[config.mk]
export PLATFORM = sky130hd
export DESIGN_NAME = spi_master_engine
export DESIGN_NICKNAME = d
export VERILOG_FILES = /design/src/rtl/spi_eng_pkg.sv /design/src/rtl/spi_rate_gen.sv /design/src/rtl/spi_shift_core.sv /design/src/rtl/spi_master_engine.sv
export SDC_FILE = /design/constraint.sdc
export NUM_CORES = 1
export LEC_CHECK = 0
export ABC_CLOCK_PERIOD_IN_PS = 2800
export BUFFER_PORTS_ARGS = -buffer_cell sky130_fd_sc_hd__buf_2
export CAP_MARGIN = 0
export CORE_MARGIN = 2
export CORE_UTILIZATION = 54
export CTS_CLUSTER_SIZE = 12
export DETAILED_ROUTE_END_ITERATION = 16
export GPL_TIMING_DRIVEN = 0
export PLACE_DENSITY_LB_ADDON = 0.08
export SETUP_SLACK_MARGIN = 0.02
export SYNTH_ARGS = -nofsm -noshare
export SYNTH_HDL_FRONTEND = slang
export SYNTH_SLANG_ARGS = --single-unit
[constraint.sdc]
create_clock -name clk -period 2.8 [get_ports clk]
set_input_delay 0 -clock clk [delete_from_list [all_inputs] [get_ports clk]]
set_output_delay 0 -clock clk [all_outputs]
set_load 0.05 [all_outputs]
[src/rtl/spi_eng_pkg.sv]
package spi_eng_pkg;
   typedef enum logic [1:0] {
      RATE_DIV_A = 2'd0,
      RATE_DIV_B = 2'd1,
      RATE_DIV_C = 2'd2,
      RATE_TIMER = 2'd3
   } rate_e;
endpackage

[src/rtl/spi_rate_gen.sv]
module spi_rate_gen
   import spi_eng_pkg::*;
#(
   parameter int DIV_A = 4,
   parameter int DIV_B = 16,
   parameter int DIV_C = 64
) (
   input  logic  clk,
   input  logic  rst_n,
   input  logic  run,
   input  rate_e rate,
   input  logic  timer_tick,
   output logic  half_tick
);
   localparam int HALF_A = DIV_A / 2;
   localparam int HALF_B = DIV_B / 2;
   localparam int HALF_C = DIV_C / 2;
   localparam int CW     = (HALF_C > 1) ? $clog2(HALF_C) : 1;

   generate
      if (DIV_A < 4 || (DIV_A % 2) != 0 || (DIV_B % 2) != 0 || (DIV_C % 2) != 0)
         begin : g_bad_div
            $error("spi_rate_gen: dividers must be even and at least 4");
         end
      if (DIV_B <= DIV_A || DIV_C <= DIV_B) begin : g_bad_order
         $error("spi_rate_gen: dividers must increase A < B < C");
      end
   endgenerate

   logic [CW-1:0] cnt;
   logic [CW-1:0] lim;

   always_comb begin
      case (rate)
         RATE_DIV_A: lim = CW'(HALF_A - 1);
         RATE_DIV_B: lim = CW'(HALF_B - 1);
         default:    lim = CW'(HALF_C - 1);
      endcase
   end

   assign half_tick = run & ((rate == RATE_TIMER) ? timer_tick : (cnt == lim));

   always_ff @(posedge clk) begin
      if (!rst_n)                 cnt <= '0;
      else if (!run || half_tick) cnt <= '0;
      else if (rate != RATE_TIMER) cnt <= cnt + 1'b1;
   end

   // the divider count never passes the selected half-bit limit
   p_cnt_bound_r3: assert property (@(posedge clk) disable iff (!rst_n)
      (run && rate != RATE_TIMER) |-> (cnt <= lim));
endmodule

[src/rtl/spi_shift_core.sv]
module spi_shift_core #(
   parameter int DW = 8
) (
   input  logic          clk,
   input  logic          rst_n,
   input  logic          start,
   input  logic [DW-1:0] load,
   input  logic          half_tick,
   input  logic          smp_end,
   input  logic          sdi,
   output logic          busy,
   output logic          done,
   output logic          phase,
   output logic          sr_msb,
   output logic [DW-1:0] rx_next
);
   localparam int LAST = 2 * DW - 1;
   localparam int HC_W = $clog2(2 * DW);

   generate
      if (DW < 2) begin : g_bad_dw
         $error("spi_shift_core: DW must be at least 2");
      end
   endgenerate

   logic [DW-1:0]   sr;
   logic [HC_W-1:0] hcnt;
   logic            mid_q;

   assign phase   = hcnt[0];
   assign sr_msb  = sr[DW-1];
   assign rx_next = {sr[DW-2:0], smp_end ? sdi : mid_q};
   assign done    = busy & half_tick & (hcnt == HC_W'(LAST));

   always_ff @(posedge clk) begin
      if (!rst_n) begin
         busy  <= 1'b0;
         hcnt  <= '0;
         sr    <= '0;
         mid_q <= 1'b0;
      end else if (start) begin
         busy <= 1'b1;
         hcnt <= '0;
         sr   <= load;
      end else if (busy && half_tick) begin
         if (!hcnt[0]) mid_q <= sdi;
         else          sr    <= rx_next;
         hcnt <= hcnt + 1'b1;
         if (hcnt == HC_W'(LAST)) busy <= 1'b0;
      end
   end

   // a start opens a transfer at half-bit zero
   p_start_r1: assert property (@(posedge clk) disable iff (!rst_n)
      start |=> (busy && hcnt == '0));
   // shift register only moves on a half-bit boundary
   p_sr_hold_r2: assert property (@(posedge clk) disable iff (!rst_n)
      (busy && !half_tick && !start) |=> $stable(sr));
endmodule

[src/rtl/spi_master_engine.sv]
module spi_master_engine
   import spi_eng_pkg::*;
#(
   parameter int DATA_W = 8,
   parameter int DIV_A  = 4,
   parameter int DIV_B  = 16,
   parameter int DIV_C  = 64
) (
   input  logic              clk,
   input  logic              rst_n,
   input  logic              clk_pol,
   input  logic              edge_sel,
   input  logic              smp_end,
   input  logic [1:0]        rate_sel,
   input  logic              timer_tick,
   input  logic              sdo_en,
   input  logic              wr_en,
   input  logic [DATA_W-1:0] wr_data,
   input  logic              rd_en,
   input  logic              clr_irq,
   input  logic              clr_wcol,
   input  logic              sdi,
   output logic              sck,
   output logic              sdo,
   output logic              sdo_oe,
   output logic [DATA_W-1:0] rd_data,
   output logic              irq_flag,
   output logic              buf_full,
   output logic              wcol,
   output logic              busy
);
   logic              start;
   logic              half_tick;
   logic              done;
   logic              phase;
   logic              sr_msb;
   logic [DATA_W-1:0] rx_next;
   logic [DATA_W-1:0] buf_q;

   assign start = wr_en & ~busy;

   spi_rate_gen #(.DIV_A(DIV_A), .DIV_B(DIV_B), .DIV_C(DIV_C)) u_rate (
      .clk        (clk),
      .rst_n      (rst_n),
      .run        (busy),
      .rate       (rate_e'(rate_sel)),
      .timer_tick (timer_tick),
      .half_tick  (half_tick)
   );

   spi_shift_core #(.DW(DATA_W)) u_core (
      .clk       (clk),
      .rst_n     (rst_n),
      .start     (start),
      .load      (wr_data),
      .half_tick (half_tick),
      .smp_end   (smp_end),
      .sdi       (sdi),
      .busy      (busy),
      .done      (done),
      .phase     (phase),
      .sr_msb    (sr_msb),
      .rx_next   (rx_next)
   );

   assign sck     = clk_pol ^ (busy & (edge_sel ? phase : ~phase));
   assign sdo_oe  = sdo_en;
   assign sdo     = sdo_en & sr_msb;
   assign rd_data = buf_q;

   always_ff @(posedge clk) begin
      if (!rst_n) begin
         buf_q    <= '0;
         irq_flag <= 1'b0;
         buf_full <= 1'b0;
         wcol     <= 1'b0;
      end else begin
         if (done) buf_q <= rx_next;
         if (done)         irq_flag <= 1'b1;
         else if (clr_irq) irq_flag <= 1'b0;
         if (done)         buf_full <= 1'b1;
         else if (rd_en)   buf_full <= 1'b0;
         if (wr_en && busy) wcol <= 1'b1;
         else if (clr_wcol) wcol <= 1'b0;
      end
   end

   // completion raises both flags by the time busy is seen low
   p_done_flags_r7: assert property (@(posedge clk) disable iff (!rst_n)
      $fell(busy) |-> (irq_flag && buf_full));
   // completion flag is sticky
   p_irq_sticky_r8: assert property (@(posedge clk) disable iff (!rst_n)
      (irq_flag && !clr_irq) |=> irq_flag);
   // write during a byte flags a collision
   p_wcol_set_r9: assert property (@(posedge clk) disable iff (!rst_n)
      (wr_en && busy) |=> wcol);
endmodule

# After elaboration in Yosys (flattened, before gate mapping)
# Cells that the tools add are included.
classes:
  n_addsub: 2
  n_eq_ne: 5
  n_mux: 16
  bitwise_logic: 11
  reduce_logical: 16
op_table:
  columns: ["op", "n"]
  rows:
  - ["$mux 8", 3]
  - ["$mux 1", 12]
  - ["$reduce_bool 2->1", 6]
  - ["$pmux 5 s2", 1]
  - ["$and 1x1->1", 6]
  - ["$add 5x1->5 const B", 1]
  - ["$eq 5x5->1", 1]
  - ["$add 4x1->4 const B", 1]
  - ["$eq 4x4->1 const B", 1]
  - ["$not 1->1", 4]
  - ["$reduce_and 2->1", 2]
  - ["$reduce_or 2->1", 2]
  - ["$reduce_and 3->1", 1]
  - ["$eq 2x1->1 const B", 1]
  - ["$eq 2x2->1 const B", 1]
  - ["$logic_and 1x1->1", 2]
  - ["$logic_not 2->1", 1]
  - ["$ne 2x2->1 const B", 1]
  - ["$logic_not 1->1", 1]
  - ["$logic_or 1x1->1", 1]
  - ["$xor 1x1->1", 1]
word_totals:
  reg_bits: 30
  wordCells: 59

# Longest topological paths before layout
# Gate-level depths: netlist of the first run.
depth:
  ltp_word: 8
  ltp_mapped: 6
  ltp_nobuf: 6

# Cells and area by module
# From an unflattened synthesis of the first run, not the netlist that was laid out.
hier_totals:
  hier_cells: 149
  hier_area_um2: 1330.0
by_module_without_submodules:
  columns: ["mod", "instances", "cells_per_inst", "area_each_um2", "seq_area_each_um2"]
  rows:
  - ["spi_shift_core", 1, 76, 611.8, 280.3]
  - ["spi_master_engine", 1, 42, 451.7, 220.2]
  - ["spi_rate_gen", 1, 31, 266.5, 100.1]

# Least setup slack after synthesis of the first run
# No wires, ideal clock.
synth_path:
  kind: "reg2out"
  start: "register u_core.busy"
  end: "output sck"
  arrival_time_ps: 1827
  required_time_ps: 2800
  slack_ps: 973
  path_stages_with_launch: 4
  path_buffers: 1
  cell_sequence: "dfxtp_1 > clkbuf_1 > nand2_1 > xnor2_1"
synth_via:
  elab_chain_len: 2
synth_lines:
  columns: ["element", "line_no", "rtl"]
  rows:
  - ["start: declaration", "spi_shift_core.sv:11", "output logic busy,"]
  - ["start signal: assignment", "spi_shift_core.sv:37", "busy <= 1'b0;"]
  - ["start signal: assignment", "spi_shift_core.sv:42", "busy <= 1'b1;"]
  - ["start signal: assignment", "spi_shift_core.sv:49", "if (hcnt == HC_W'(LAST)) busy <= 1'b0;"]
  - ["$and 1x1->1", "spi_master_engine.sv:66", "assign sck = clk_pol ^ (busy & (edge_sel ? phase : ~phase));"]
  - ["$xor 1x1->1", "spi_master_engine.sv:66", null]
  - ["end: declaration", "spi_master_engine.sv:23", "output logic sck,"]
# Every way passes these cells.

# Final worst setup path of the first run
layout_path:
  start: "register u_rate.cnt[1]"
  end: "register buf_q[0], in the netlist rd_data[0]"
layout_via:
  elab_chain_len: 5
layout_lines:
  columns: ["element", "line_no", "rtl"]
  rows:
  - ["start: declaration", "spi_rate_gen.sv:30", "logic [CW-1:0] cnt;"]
  - ["start signal: assignment", "spi_rate_gen.sv:46", "else if (rate != RATE_TIMER) cnt <= cnt + 1'b1;"]
  - ["$eq 5x5->1", "spi_rate_gen.sv:41", "assign half_tick = run & ((rate == RATE_TIMER) ? timer_tick : (cnt == lim));"]
  - ["$mux 1", "spi_rate_gen.sv:41", null]
  - ["$and 1x1->1", "spi_rate_gen.sv:41", null]
  - ["$and 1x1->1 (2 in a row)", "spi_shift_core.sv:33", "assign done = busy & half_tick & (hcnt == HC_W'(LAST));"]
  - ["end signal: assignment", "spi_master_engine.sv:78", "if (done) buf_q <= rx_next;"]
  - ["end: declaration", "spi_master_engine.sv:38", "logic [DATA_W-1:0] buf_q;"]
# Every way passes these cells.
# A chain may end at the register's enable or synchronous reset.

==> impl_metrics.ini, run 1 <==
[setup_path]
reg2reg_from = u_rate.cnt[1]$_SDFFE_PP0N_
r2r_slack_ns = 1.03
crit_type = reg2reg
cp-startpoint = u_rate.cnt[1]$_SDFFE_PP0N_
cp.required_ns = 3.02
startpoint_type = flip-flop
worst-path-max-fanout = 10
worstSetupEndpoint = rd_data[0]$_SDFFE_PN0P_
crit_arrival_ns = 1.99
r2r_cells = 6
setup.worst_path.end_class = flip-flop
rr_endpoint = rd_data[0]$_SDFFE_PN0P_

[cts]
cts_tree = done
cts_inserted_buffers = 5
clk_pin_slew_ns = 0.10
clk_path_buf_depth = 2
cts.sinks = 30
insertion_delay_ns = 0.34
cts-root-buf = clkbuf_4
ctsResizeCount = 0
htree_levels = 2

[sta]
whs_ns = 0.01169
post-route-period-util_pct = 63.31
tightestPinTransition_ns = 0.4717
layout_min_cycle_time_ns = 1.773
slew_headroom_pct = 68.55
slew_viol_final = 0
setup_viol = 0
finalSetupTns_ns = 0
hold_viol = 0
rsz0062_at_grt = no
fmax_mhz = 564.1
finalClockSkew_ns = 0.01403

[floorplan]
core_sq_mm = 0.002410
start_util_pct = 55.50
dieArea_sq_mm = 0.002891
io_pins = 37
dieWidth_um = 53.77
die_height_um = 53.77
fp-row-count = 18

[logic_synthesis]
synth.avg_cell_area_sq_um = 8.977
synth-edff-count = 0
yosysSeqAreaShare_pct = 44.90
synth_warnings = 0
synthArstFlopShare_pct = 0
synth-seq-cells = 30
synth_ff_type = dfxtp_1
syn_inst = 149
syn-num-nets = 173
synth_cell_types = 34
netlist_area_sq_mm = 0.001338

[power]
powerDensity_mw_per_mm2 = 473.1
p_leak_nw = 0.7704
vdd_drop_max_uv = 403.9

[layout]
num_antenna_cells = 0
area_growth_pct = 31.52
final_common_cell = buf_2
layout_common_cells = buf_2 (37), dfxtp_1 (30), nand2_1 (18), o21ai_0 (17), dlygate4sd3_1 (14)
nets = 230
n_fill_cell = 191
drive_above_1_share_pct = 25.12

[detailed_routing]
vias = 1283
first_pass_iters = 4
routed_via_density = 5.414
routed_wl_um = 3020
postRouteAntennaNets = 0
wl_per_cell_um = 12.74
drt_iter0_markers = 14
drc_errors = 0

[global_routing]
grt_use_total_pct = 23.91
grt_pass1_vias = 1143
grt_max_degree = 11
antenna_found_initial = 0
overflow = 0
grt_pass1_wl_um = 4878

[place]
numPortBuffers = 36
gp_congestion = 0.8316
dp_hpwl_um = 2042

[flow_run]
max_cap_violations = 0

[min_path]
min_path_type = in2reg

[run_status]
outcome = finished, final reports clean
[per-stage QoR]
stage | cells | utilization, % | setup slack (ns) | power (mW) | instance area, sq um
3_3_place_gp | 215 | 64.54 | 1.102 | 0.5447 | 1555
4_1_cts | 237 | 73.00 | 0.9839 | 0.8361 | 1759
5_1_grt | 237 | 73.00 | 0.8298 | 0.8691 | 1759
2_1_floorplan | 149 | - | 0.9731 | 0.5153 | 1338
6_report | 237 | 73.00 | 1.027 | 0.8322 | 1759
3_5_place_dp | 215 | 64.54 | 0.9959 | 0.5479 | 1555
[layout make-up]
cell class | instances | area [sq um] | share of cell area, %
Multi-Input combinational cell | 111 | 701.9 | 39.90
Sequential cell | 30 | 600.6 | 34.14
Timing Repair Buffer | 50 | 320.3 | 18.21
Clock buffer | 6 | 51.30 | 2.916
Tap cell | 30 | 37.54 | 2.134
Buffer | 8 | 35.03 | 1.991
Clock inverter | 2 | 12.51 | 0.7112
[cells by family after synthesis]
family	after synthesis	synth area share, %
simple gates	52	18.99
compound gates	40	19.55
flops	30	44.90
mux	9	6.829
xor+xnor	8	5.239
buf+inv	8	2.619
fa+ha+maj	2	1.871
[registers in the layout (all words and copies together), names as in the netlist]
signal,flops
u_core.mid_q,1
u_core.hcnt,4
u_rate.cnt,5
rd_data,8
buf_full,1
u_core.sr,8
u_core.busy,1
wcol,1
irq_flag,1
[worst max-delay path, stage by stage, from the launching register on]
cell	delay [ns]
dfxtp_1	0.43
nor2_1	0.07
o2111ai_1	0.28
a21oi_4	0.10
o21ai_2	0.38
buf_2	0.29
o21ai_0	0.11
[synthesized netlist by cell type, types with 2 or more instances]
cell type	number	area (sq um)
o21ai_0	17	85.08
ha_1	2	25.02
nor2_1	9	33.78
o21ai_2	2	17.52
clkbuf_1	6	22.52
a21oi_1	9	45.04
and2_1	2	12.51
dfxtp_1	30	600.6
nand4_1	2	12.51
xnor2_1	3	26.28
a21boi_0	3	22.52
mux2i_1	8	80.08
nand2_1	18	67.56
nand3_1	10	50.05
xor2_1	5	43.79
nand2b_1	4	25.02
and4_1	2	17.52
[power breakdown]
part           internal [mW]  total, mW  switching (mW)
registers              0.439      0.448         0.00906
clock network          0.121      0.279           0.158
logic                 0.0467      0.106          0.0591
[how the worst min path moves through the flow]
| stage | depth (start not counted) | endpoint | start | slack [ns] |
|---|---|---|---|---|
| 6_report | 3 | u_core.mid_q$_SDFFE_PN0P_ | sdi | 0.01 |
| 5_1_grt | 3 | u_core.mid_q$_SDFFE_PN0P_ | sdi | 0.02 |
| 4_1_cts | 3 | u_core.mid_q$_SDFFE_PN0P_ | sdi | 0.003 |
| 3_5_place_dp | 2 | u_core.busy$_SDFFE_PN0P_ | wr_en | 0.26 |
| 3_3_place_gp | 2 | u_core.busy$_SDFFE_PN0P_ | wr_en | 0.25 |
| 2_1_floorplan | 1 | u_core.busy$_SDFFE_PN0P_ | wr_en | 0.14 |
[layer usage]
metal	wire length, um	share of wire (%)	global-route usage, %
met5	0	0	0
met4	107	3.5	15.38
met3	186	6.2	6.944
met2	1351	45	37.40
met1	1374	45	28.40
[what timing repair did]
item | in CTS | in global routing
hold buffers | 14 | 0
buffers inserted | 0 | 0
hold endpoints to repair | 13 | 0
Note: power is estimated with default switching activity, not from simulation.
==> run 2: changes to the inputs <==
ABC_AREA = 1   (was unset)
ABC_CLOCK_PERIOD_IN_PS = 1700   (was 2800)
CORE_UTILIZATION = 52   (was 54)
clock period = 1.7 ns   (was 2.8 ns; I/O delays follow)
==> impl_metrics.ini, run 2 <==
[run_status]
outcome = finished, final reports clean

[floorplan]
io_pins = 37
dieArea_sq_mm = 0.003266
fp-row-count = 19
die_height_um = 57.15
dieWidth_um = 57.15
start_util_pct = 54.20
core_sq_mm = 0.002710

[setup_path]
rr_endpoint = rd_data[2]$_SDFFE_PN0P_
cp_slowest_cell = dlygate4sd3_1
cp.required_ns = 1.98
worst-path-max-fanout = 10
crit_arrival_ns = 1.88
worstPathCellList = dlygate4sd3_1 -> buf_2 -> clkbuf_1 -> nand3_1 -> o31ai_1 -> dlygate4sd3_1
r2r_slack_ns = 0.15
reg2reg_from = u_rate.cnt[4]$_SDFFE_PP0N_
startpoint_type = input pin
r2r_cells = 10
setup.worst_path.end_class = flip-flop
cp_common_cell = dlygate4sd3_1
crit_type = in2reg
slowest_delay_ns = 0.60

[logic_synthesis]
yosysSeqAreaShare_pct = 40.89
synth_cell_types = 25
yosys-top-cells-count = nand2_1 (64), nor2_1 (33), dfxtp_1 (30)
syn_inst = 217
synth_top_area_share_pct = 40.89
synth.most_common_cell = nand2_1
synthArstFlopShare_pct = 0
synth_warnings = 0
synth-seq-cells = 30
yosys-top-cells-area = dfxtp_1 (41%), nand2_1 (16%), nor2_1 (8.4%), inv_1 (6.6%), a21oi_1 (5.5%)
synth_top_area_cell = dfxtp_1
synth.avg_cell_area_sq_um = 6.769
synth-edff-count = 0
synth_ff_type = dfxtp_1
netlist_area_sq_mm = 0.001469
syn-num-nets = 241

[sta]
worst_slack_ns = 0.1024
hold_viol = 0
fmax_mhz = 625.9
setup_viol = 0
layout_min_cycle_time_ns = 1.598
post-route-period-util_pct = 93.98
rsz0062_at_grt = yes
whs_ns = 0.04913
tightestPinTransition_ns = 0.4991
slew_viol_final = 0
finalClockSkew_ns = 0.006571
slew_headroom_pct = 66.73

[min_path]
whs_path_depth = 7
min_path_type = in2reg
min_to = u_core.sr[6]$_SDFFE_PN0P_
hp-start = wr_data[6]

[global_routing]
antenna_found_initial = 0
grt_max_degree = 11
met3_usage_pct = 7.029
overflow = 0
use_met2_pct = 33.83
grt_pass1_wl_um = 5306
met1_usage_pct = 26.36
top_usage_layer = met2
grt_use_total_pct = 21.31
grt_pass1_vias = 1213

[power]
power.total_mw = 1.468
powerDensity_mw_per_mm2 = 779.7
p_leak_nw = 0.9120
vdd_drop_max_uv = 899.7

[place]
dp_slack_ns = -0.01319
place_inst = 284
numPortBuffers = 36
gp_congestion = 0.8123
dp_hpwl_um = 2207

[detailed_routing]
first_pass_iters = 4
routed_wl_um = 3233
routed_via_density = 4.805
drc_errors = 0
wl_per_cell_um = 10.67
postRouteAntennaNets = 0
vias = 1456
drt_iter0_markers = 50

[layout]
nets = 295
n_fill_cell = 266
num_antenna_cells = 0
final_core_util_pct = 69.48
final_cells = 303
area_growth_pct = 28.19
final_common_cell = nand2_1
layout_common_cells = nand2_1 (63), buf_2 (36), nor2_1 (33), inv_1 (26), dfxtp_1 (25)
drive_above_1_share_pct = 25.37

[cts]
insertion_delay_ns = 0.34
cts.sinks = 30
clk_path_buf_depth = 2
cts_inserted_buffers = 5
cts-root-buf = clkbuf_4
cts_tree = done
clk_pin_slew_ns = 0.10
htree_levels = 2

[flow_run]
max_cap_violations = 0
[run 2: power breakdown]
part	internal (mW)	switching, mW	total [mW]
clock	0.199	0.262	0.461
combinational	0.0989	0.157	0.256
sequential	0.730	0.0218	0.752
[run 2: logic make-up (layout without fill, tap and decap cells)]
group                    count (synthesis)  count (layout)  share of synthesized area, %
AND/OR/NAND/NOR                        119             119                         33.39
buffers and inverters                   35              90                         10.73
flip-flops                              30              30                         40.89
AO/OA/AOI/OAI                           26              26                         10.31
XOR/XNOR                                 5               5                         2.981
adder cells (fa/ha/maj)                  2               2                         1.703
[run 2: routing by layer]
metal	part of all wire, %	vias up
met5	0	-
met4	2.1	0
met3	4.3	9
met2	46	28
met1	48	638
li1	-	781
[run 2: per-stage QoR]
stage,area [sq um],setup TNS (ns)
after floorplan,1476,0
after CTS,1836,0
after global placement,1695,0
final,1883,0
after detailed placement,1695,-0.03688
after global routing,1883,0
[run 2: critical path: cells and delay by family]
| family | cells | cell delay (ns) |
|---|---|---|
| buf+inv | 4 | 1.64 |
| simple gates | 1 | 0.15 |
| compound gates | 1 | 0.10 |
[run 2: cell type report]
| type | instances | area (sq um) | area share [%] |
|---|---|---|---|
| tap | 31 | 38.79 | 2.060 |
| sequential | 30 | 606.8 | 32.23 |
| inverter | 28 | 105.1 | 5.581 |
| timing repair buffer | 47 | 280.3 | 14.88 |
| clock inverter | 2 | 12.51 | 0.6645 |
| buffer | 7 | 52.55 | 2.791 |
| clock buffer | 6 | 51.30 | 2.724 |
| multi-input combinational | 152 | 735.7 | 39.07 |
[run 2: timing repair]
| action | CTS | global route |
|---|---|---|
| resized for setup | 1 | 8 |
| pin swaps | 0 | 3 |
| setup endpoints to repair | 8 | 22 |
| buffers inserted | 0 | 4 |
| gates cloned | 0 | 0 |
| hold buffers | 7 | 0 |
| hold endpoints to repair | 5 | 0 |
[run 2: worst max-delay path by stage]
stage	startpoint	endpoint	slack, ns
floorplan	u_core.busy$_SDFFE_PN0P_	sck	0.02
global placement	u_core.hcnt[0]$_SDFFE_PP0P_	rd_data[2]$_SDFFE_PN0P_	0.02
detailed placement	u_core.hcnt[0]$_SDFFE_PP0P_	rd_data[2]$_SDFFE_PN0P_	-0.01
CTS	u_rate.cnt[0]$_SDFFE_PP0N_	u_core.sr[5]$_SDFFE_PN0P_	0.04
global route	u_rate.cnt[1]$_SDFFE_PP0N_	u_core.sr[5]$_SDFFE_PN0P_	0.02
finish	rst_n	wcol$_SDFFE_PN0P_	0.10
